===== src/rtl/cm_pkg.sv =====
package cm_pkg;
  localparam int WORD_W     = 32;
  localparam int ADDR_HI    = 31;
  localparam int ADDR_LO    = 27;
  localparam int ADDR_W     = ADDR_HI - ADDR_LO + 1;
  localparam int IDX_HI     = 26;
  localparam int IDX_LO     = 23;
  localparam int IDX_W      = IDX_HI - IDX_LO + 1;
  localparam int VAL_HI     = 22;
  localparam int VAL_LO     = 11;
  localparam int VAL_W      = VAL_HI - VAL_LO + 1;
  localparam int MSG_LO     = 10;
  localparam int CRC_HI     = 9;
  localparam int CRC_LO     = 2;
  localparam int CRC_W      = CRC_HI - CRC_LO + 1;
  localparam logic [CRC_W-1:0] CRC_POLY = 8'h2F;
  localparam int CELL_CH    = 6;
  localparam int CH_PER_DEV = 12;
  localparam int SLOT_W     = $clog2(CH_PER_DEV);
  localparam int NUM_THR    = 4;

  typedef enum logic [1:0] {
    MODE_IDLE = 2'd0,
    MODE_SCAN = 2'd1,
    MODE_DISC = 2'd2
  } mode_t;
endpackage


===== src/rtl/cm_crc_check.sv =====
module cm_crc_check
  import cm_pkg::*;
(
  input  logic [WORD_W-1:0] word,
  output logic              crc_ok
);
  function automatic logic [CRC_W-1:0] shift8(input logic [CRC_W-1:0] x);
    logic [CRC_W-1:0] r;
    r = x;
    for (int i = 0; i < CRC_W; i++) begin
      r = r[CRC_W-1] ? ((r << 1) ^ CRC_POLY) : (r << 1);
    end
    return r;
  endfunction

  logic [CRC_W-1:0] stage_a, stage_b, expect_crc;

  always_comb begin
    stage_a    = shift8({2'b00, word[31:26]});
    stage_b    = shift8(stage_a ^ word[25:18]);
    expect_crc = stage_b ^ word[17:MSG_LO];
    crc_ok     = (expect_crc == word[CRC_HI:CRC_LO]);
  end
endmodule


===== src/rtl/cm_thresh_regs.sv =====
module cm_thresh_regs
  import cm_pkg::*;
#(
  parameter int THR_W = 8,
  parameter int WIN_W = 16
) (
  input  logic             clk,
  input  logic             rst,
  input  logic             we,
  input  logic [1:0]       sel,
  input  logic [WIN_W-1:0] wdata,
  output logic [THR_W-1:0] cell_hi,
  output logic [THR_W-1:0] cell_lo,
  output logic [THR_W-1:0] aux_hi,
  output logic [THR_W-1:0] aux_lo
);
  logic             is_neg, is_big;
  logic [THR_W-1:0] clamped;
  logic [THR_W-1:0] thr_q [NUM_THR];

  always_comb begin
    is_neg  = wdata[WIN_W-1];
    is_big  = !is_neg && (wdata[WIN_W-2:THR_W] != '0);
    clamped = is_neg ? '0 : (is_big ? '1 : wdata[THR_W-1:0]);
  end

  for (genvar g = 0; g < NUM_THR; g++) begin : g_thr
    localparam logic [THR_W-1:0] RST_VAL = (g % 2 == 0) ? {THR_W{1'b1}} : '0;
    always_ff @(posedge clk) begin
      if (rst) begin
        thr_q[g] <= RST_VAL;
      end else if (we && sel == 2'(g)) begin
        thr_q[g] <= clamped;
      end
    end
  end

  assign cell_hi = thr_q[0];
  assign cell_lo = thr_q[1];
  assign aux_hi  = thr_q[2];
  assign aux_lo  = thr_q[3];
endmodule


===== src/rtl/cm_event_cmp.sv =====
module cm_event_cmp
  import cm_pkg::*;
#(
  parameter int THR_W = 8
) (
  input  logic [IDX_W-1:0] idx,
  input  logic [VAL_W-1:0] val,
  input  logic [THR_W-1:0] cell_hi,
  input  logic [THR_W-1:0] cell_lo,
  input  logic [THR_W-1:0] aux_hi,
  input  logic [THR_W-1:0] aux_lo,
  output logic             is_cell,
  output logic             hit,
  output logic             rise
);
  logic [THR_W-1:0] hi_sel, lo_sel;
  logic             above, below;

  always_comb begin
    is_cell = (idx < IDX_W'(CELL_CH));
    hi_sel  = is_cell ? cell_hi : aux_hi;
    lo_sel  = is_cell ? cell_lo : aux_lo;
    above   = (val >= VAL_W'(hi_sel));
    below   = (val <= VAL_W'(lo_sel));
    hit     = above || below;
    rise    = above;
  end
endmodule


===== src/rtl/cm_chain_readback.sv =====
module cm_chain_readback
  import cm_pkg::*;
#(
  parameter int MAX_DEV = 8,
  parameter int THR_W   = 8,
  parameter int WIN_W   = 16,
  localparam int DEV_W  = $clog2(MAX_DEV),
  localparam int CNT_W  = $clog2(MAX_DEV + 1),
  localparam int SUM_W  = VAL_W + $clog2(MAX_DEV * CELL_CH + 1)
) (
  input  logic              clk,
  input  logic              rst,
  input  logic              start_scan,
  input  logic              start_disc,
  input  logic [CNT_W-1:0]  dev_count,
  input  logic              word_valid,
  input  logic [WORD_W-1:0] word_data,
  input  logic              thr_we,
  input  logic [1:0]        thr_sel,
  input  logic [WIN_W-1:0]  thr_wdata,
  output logic              busy,
  output logic              res_done,
  output logic              res_err,
  output logic [SUM_W-1:0]  res_sum,
  output logic [DEV_W-1:0]  res_last,
  output logic              ev_valid,
  output logic [IDX_W-1:0]  ev_chan,
  output logic [DEV_W-1:0]  ev_dev,
  output logic              ev_rise
);
  mode_t              mode_q;
  logic [SLOT_W-1:0]  slot_q;
  logic [DEV_W-1:0]   dev_q;
  logic [DEV_W-1:0]   last_dev_q;
  logic [CNT_W-1:0]   disc_q;
  logic               crc_ok;
  logic [THR_W-1:0]   cell_hi, cell_lo, aux_hi, aux_lo;
  logic               is_cell, hit, rise;
  logic [ADDR_W-1:0]  addr_rev;
  logic [IDX_W-1:0]   w_idx;
  logic [VAL_W-1:0]   w_val;
  logic               count_bad, scan_last, addr_bad;

  assign w_idx = word_data[IDX_HI:IDX_LO];
  assign w_val = word_data[VAL_HI:VAL_LO];

  for (genvar g = 0; g < ADDR_W; g++) begin : g_rev
    assign addr_rev[g] = word_data[ADDR_HI - g];
  end

  cm_crc_check u_crc (
    .word   (word_data),
    .crc_ok (crc_ok)
  );

  cm_thresh_regs #(.THR_W(THR_W), .WIN_W(WIN_W)) u_thr (
    .clk     (clk),
    .rst     (rst),
    .we      (thr_we),
    .sel     (thr_sel),
    .wdata   (thr_wdata),
    .cell_hi (cell_hi),
    .cell_lo (cell_lo),
    .aux_hi  (aux_hi),
    .aux_lo  (aux_lo)
  );

  cm_event_cmp #(.THR_W(THR_W)) u_cmp (
    .idx     (w_idx),
    .val     (w_val),
    .cell_hi (cell_hi),
    .cell_lo (cell_lo),
    .aux_hi  (aux_hi),
    .aux_lo  (aux_lo),
    .is_cell (is_cell),
    .hit     (hit),
    .rise    (rise)
  );

  always_comb begin
    count_bad = (dev_count == '0) || (dev_count > CNT_W'(MAX_DEV));
    scan_last = (dev_q == last_dev_q) && (slot_q == SLOT_W'(CH_PER_DEV - 1));
    addr_bad  = (addr_rev != ADDR_W'(disc_q));
  end

  assign busy = (mode_q != MODE_IDLE);

  always_ff @(posedge clk) begin
    if (rst) begin
      mode_q     <= MODE_IDLE;
      slot_q     <= '0;
      dev_q      <= '0;
      last_dev_q <= '0;
      disc_q     <= '0;
      res_done   <= 1'b0;
      res_err    <= 1'b0;
      res_sum    <= '0;
      res_last   <= '0;
      ev_valid   <= 1'b0;
      ev_chan    <= '0;
      ev_dev     <= '0;
      ev_rise    <= 1'b0;
    end else begin
      res_done <= 1'b0;
      res_err  <= 1'b0;
      ev_valid <= 1'b0;
      unique case (mode_q)
        MODE_IDLE: begin
          if (start_scan) begin
            if (count_bad) begin
              res_done <= 1'b1;
              res_err  <= 1'b1;
            end else begin
              mode_q     <= MODE_SCAN;
              res_sum    <= '0;
              slot_q     <= '0;
              dev_q      <= '0;
              last_dev_q <= DEV_W'(dev_count - 1'b1);
            end
          end else if (start_disc) begin
            mode_q <= MODE_DISC;
            disc_q <= '0;
          end
        end
        MODE_SCAN: begin
          if (word_valid) begin
            if (!crc_ok) begin
              res_done <= 1'b1;
              res_err  <= 1'b1;
              mode_q   <= MODE_IDLE;
            end else begin
              if (is_cell) res_sum <= res_sum + SUM_W'(w_val);
              ev_valid <= hit;
              ev_chan  <= w_idx;
              ev_dev   <= dev_q;
              ev_rise  <= rise;
              if (scan_last) begin
                res_done <= 1'b1;
                mode_q   <= MODE_IDLE;
              end else if (slot_q == SLOT_W'(CH_PER_DEV - 1)) begin
                slot_q <= '0;
                dev_q  <= dev_q + 1'b1;
              end else begin
                slot_q <= slot_q + 1'b1;
              end
            end
          end
        end
        MODE_DISC: begin
          if (word_valid) begin
            if (word_data == '0) begin
              res_done <= 1'b1;
              mode_q   <= MODE_IDLE;
              if (disc_q == '0) res_err <= 1'b1;
              else              res_last <= DEV_W'(disc_q - 1'b1);
            end else if (!crc_ok || addr_bad || disc_q == CNT_W'(MAX_DEV)) begin
              res_done <= 1'b1;
              res_err  <= 1'b1;
              mode_q   <= MODE_IDLE;
            end else begin
              disc_q <= disc_q + 1'b1;
            end
          end
        end
        default: mode_q <= MODE_IDLE;
      endcase
    end
  end
endmodule


===== config.mk =====
export PLATFORM = sky130hd
export DESIGN_NAME = cm_chain_readback
export DESIGN_NICKNAME = d
export VERILOG_FILES = /design/src/rtl/cm_pkg.sv /design/src/rtl/cm_crc_check.sv /design/src/rtl/cm_thresh_regs.sv /design/src/rtl/cm_event_cmp.sv /design/src/rtl/cm_chain_readback.sv
export SDC_FILE = /design/constraint.sdc
export NUM_CORES = 1
export LEC_CHECK = 0
export ABC_AREA = 1
export BUFFER_PORTS_ARGS = -buffer_cell sky130_fd_sc_hd__buf_4
export CAP_MARGIN = 20
export CORE_UTILIZATION = 55
export DETAILED_ROUTE_END_ITERATION = 10
export PLACE_DENSITY = 0.85
export SKIP_CTS_REPAIR_TIMING = 1
export SLEW_MARGIN = 5
export SYNTH_ARGS = -nofsm -noshare
export SYNTH_HDL_FRONTEND = slang
export SYNTH_SLANG_ARGS = --single-unit

===== constraint.sdc =====
create_clock -name clk -period 4.3 [get_ports clk]
set_input_delay 0.645 -clock clk [delete_from_list [all_inputs] [get_ports clk]]
set_output_delay 0.645 -clock clk [all_outputs]
set_load 0.02 [all_outputs]

==> impl_results.md <==
* Top layer in use: met5
* Worst setup SP type: input port
* Final Hold Fails at 0
* Clock latency on the worst-skew pair at 0.35 ns
* Achievable Freq at 283 MHz
* Min-delay worst type: reg2reg
* Synth Flop Type: dfxtp_1
* Area leader, netlist: nand2_1
* Ports at 93
* Setup TNS at 0 ns
* Max-Cap Viols at 0
* Setup Skew at ~0.011 ns
* Final core utilization at 67.7%
* DR pass1 iterations at 7
* CP endpoint kind: flop
* DRC at 0
* Core footprint at 0.0111 sq mm
* Post-DP Area at 0.00718 sq mm
* Post-synth top area share at ~18%
* H-Tree Depth at 3
* Layout fillers at 995
* Row count at 38
* Worst Tran Pin Value at 1.03 ns
* Syn Std Cell Area at 0.00636 sq mm
* Arr. time, crit path at 3.74 ns
* Wl on met1 at 7550 microns
* Metal2 WL at 8330 microns
* DIE WIDTH at 110 microns
* Slew HR at 29.9%
* Fin crit share at 82.1%
* RSZ-0062 raised after global routing: false
* Antenna violations before repair at 1
* Final setup viols at 0
* Crit path kind: in2reg
* CP max-delay cell: nand3_1
* Seq cells post-synth at 80
* Top post-synthesis cells by area: nand2_1 18%, dfxtp_1 15%, edfxtp_1 15%, ha_1 7.5%, nand3_1 7.2%
* Largest net degree at the start of global routing at 33
* Most frequent CP cell: nand2_1
* VDD IR max at 330 uV
* Root Driver: clkbuf_16
* Share of layout cells above drive strength 1 at a little over an eighth
* Metal3 WL at 1460 microns
* Seq/Total Area, Yosys at 30.2%
* Post-synth EDFFs at 32
* Final Wtd Congestion at just under 1
* Final #Nets at approximately 1100
* Area Overhead vs Synth at 17.9%
* Detailed Place HPWL at around 14000 microns
* Global-route wire length before repair at 28900 microns
* Syn Area/Cell at 6.72 sq um
* Die Y at 110 microns
* Slew Viols, Final at 0
* Die Area at roughly 0.012 sq mm
* Global-route usage over all layers at 31.4%
* Minimum clock period at between 3 and 4 ns
* Drt total wl at 17900 microns
* DRT iter0 DRCs at 642
* Most frequent cell after synthesis: nand2_1
* Distinct cells, synth at 45
* Grt total ovfl at 0
* Clock buffer count from CTS at 9
* Design area at around 0.0075 sq mm
* Via density at approximately 5.7
* CP Cell Sequence: buf_4 > inv_2 > ha_1 > inv_1 > nand2_1 > nand3_1 > nand2_1 > xor2_1 > nand3_2 > nand2_2 > nand2_1 > nand2_2 > nand3_1 > nand2_1 > nand2_1 > nand2_1 > nand3_1 > nor2_4 > nand3_1 > o21ai_0 > a21oi_1
* Async S/R FF share, synth at 0%
* CTS tree: yes
* Clock sinks at 80
* Via count at 6736
* Clk buf depth at 2
* Post-DRT Antenna Nets at 0
* Pleak at 0.00356 uW
* WP data required at 4.51 ns
* Status: finished, final reports clean
* Crit Path Max Fanout at 15
* Yosys warning total at 0
* Initial core utilization at 57.4%
* Reg clk slew, reported paths at ~0.060 ns
* Post-Synthesis Cells at 947
* Ant diodes at 0
* Post-synth top cells: 300 x nand2_1, 97 x inv_1, 92 x nand3_1
* Routed len/inst at ~15 microns
* Slowest stage delay, CP at about 0.4 ns
* Power Dens Cells at 363 mW/mm^2
* IO Port Bufs at 92
* Vias in the first global route at between 6000 and 7000
* Synth Net Count at 1046
kinds of logic after synthesis:
kind of cell | share of synthesized area (%)
flops | 30.2
fa+ha+maj | 7.79
compound gates | 11.0
simple gates | 37.6
buf+inv | 7.45
mux | 2.56
xor+xnor | 3.44
power breakdown:
| group | switching [uW] | internal, uW |
|---|---|---|
| logic | 690 | 333 |
| registers | 31.9 | 842 |
| clock network | 318 | 508 |
final timing paths:
| path | from | to | slack (ns) | cells past startpoint |
|---|---|---|---|---|
| setup / recovery | word_data[31] | ev_chan[2] | 0.77 | 21 |
| hold / removal | ev_chan[1] | ev_chan[1] | 0.45 | 2 |
| setup reg to reg | disc_q[0] | mode_q[1] | 1.52 | 10 |
| hold reg to reg | ev_chan[1] | ev_chan[1] | 0.45 | 2 |
routing by layer:
| layer | up-vias | track usage, % |
|---|---|---|
| li1 | 3379 | - |
| met1 | 3010 | 39.1 |
| met2 | 298 | 52.3 |
| met3 | 47 | 6.99 |
| met4 | 2 | 13.5 |
| met5 | - | 0 |
sequential cells by signal (all words and copies together), names as in the netlist, 2 cells and up:
name         flops
dev_q            3
res_last         3
ev_chan          4
disc_q           4
res_sum         18
mode_q           2
u_thr.thr_q     32
last_dev_q       3
ev_dev           3
slot_q           4
critical path, delay by kind of cell:
family | cells | cell delay, ns
XOR/XNOR | 1 | 0.21
AO/OA/AOI/OAI | 2 | 0.41
AND/OR/NAND/NOR | 14 | 1.81
adder cells (fa/ha/maj) | 1 | 0.36
buffers and inverters | 3 | 0.30
layout make-up:
cell class,instances,area [sq um],area share (%)
clock buffer,9,225,3.00
sequential,80,1920,25.6
tap,140,175,2.34
multi-input combinational,748,3970,53.0
timing repair buffer,98,731,9.74
clock inverter,7,96.3,1.28
inverter,101,379,5.06
placed cells by master, fill, tap and decap left out, types with 6 or more instances in the layout:
master / synthesis / final
a21oi_1: 66 / 66
a31oi_1: 6 / 6
buf_4: 1 / 96
clkbuf_16: 0 / 9
dfxtp_1: 48 / 48
edfxtp_1: 32 / 32
ha_1: 38 / 38
inv_1: 97 / 97
mux2i_1: 14 / 14
nand2_1: 300 / 300
nand2_2: 9 / 9
nand3_1: 92 / 92
nand4_1: 37 / 37
nor2_1: 63 / 63
nor3_1: 10 / 10
nor4_1: 15 / 15
o21ai_0: 35 / 35
xnor2_1: 9 / 9
xor2_1: 16 / 16
metrics by stage:
step | cells | hold slack (ns) | setup slack [ns] | total power [uW]
global route | 1183 | 0.476 | 0.347 | 2890
detailed placement | 1167 | 0.440 | 0.495 | 1890
global placement | 1165 | 0.434 | 0.602 | 1870
finish | 1183 | 0.449 | 0.772 | 2720
floorplan | 947 | 0.454 | 1.13 | 1620
CTS | 1183 | 0.449 | 0.851 | 2720
Note: power is estimated with default switching activity, not from simulation.
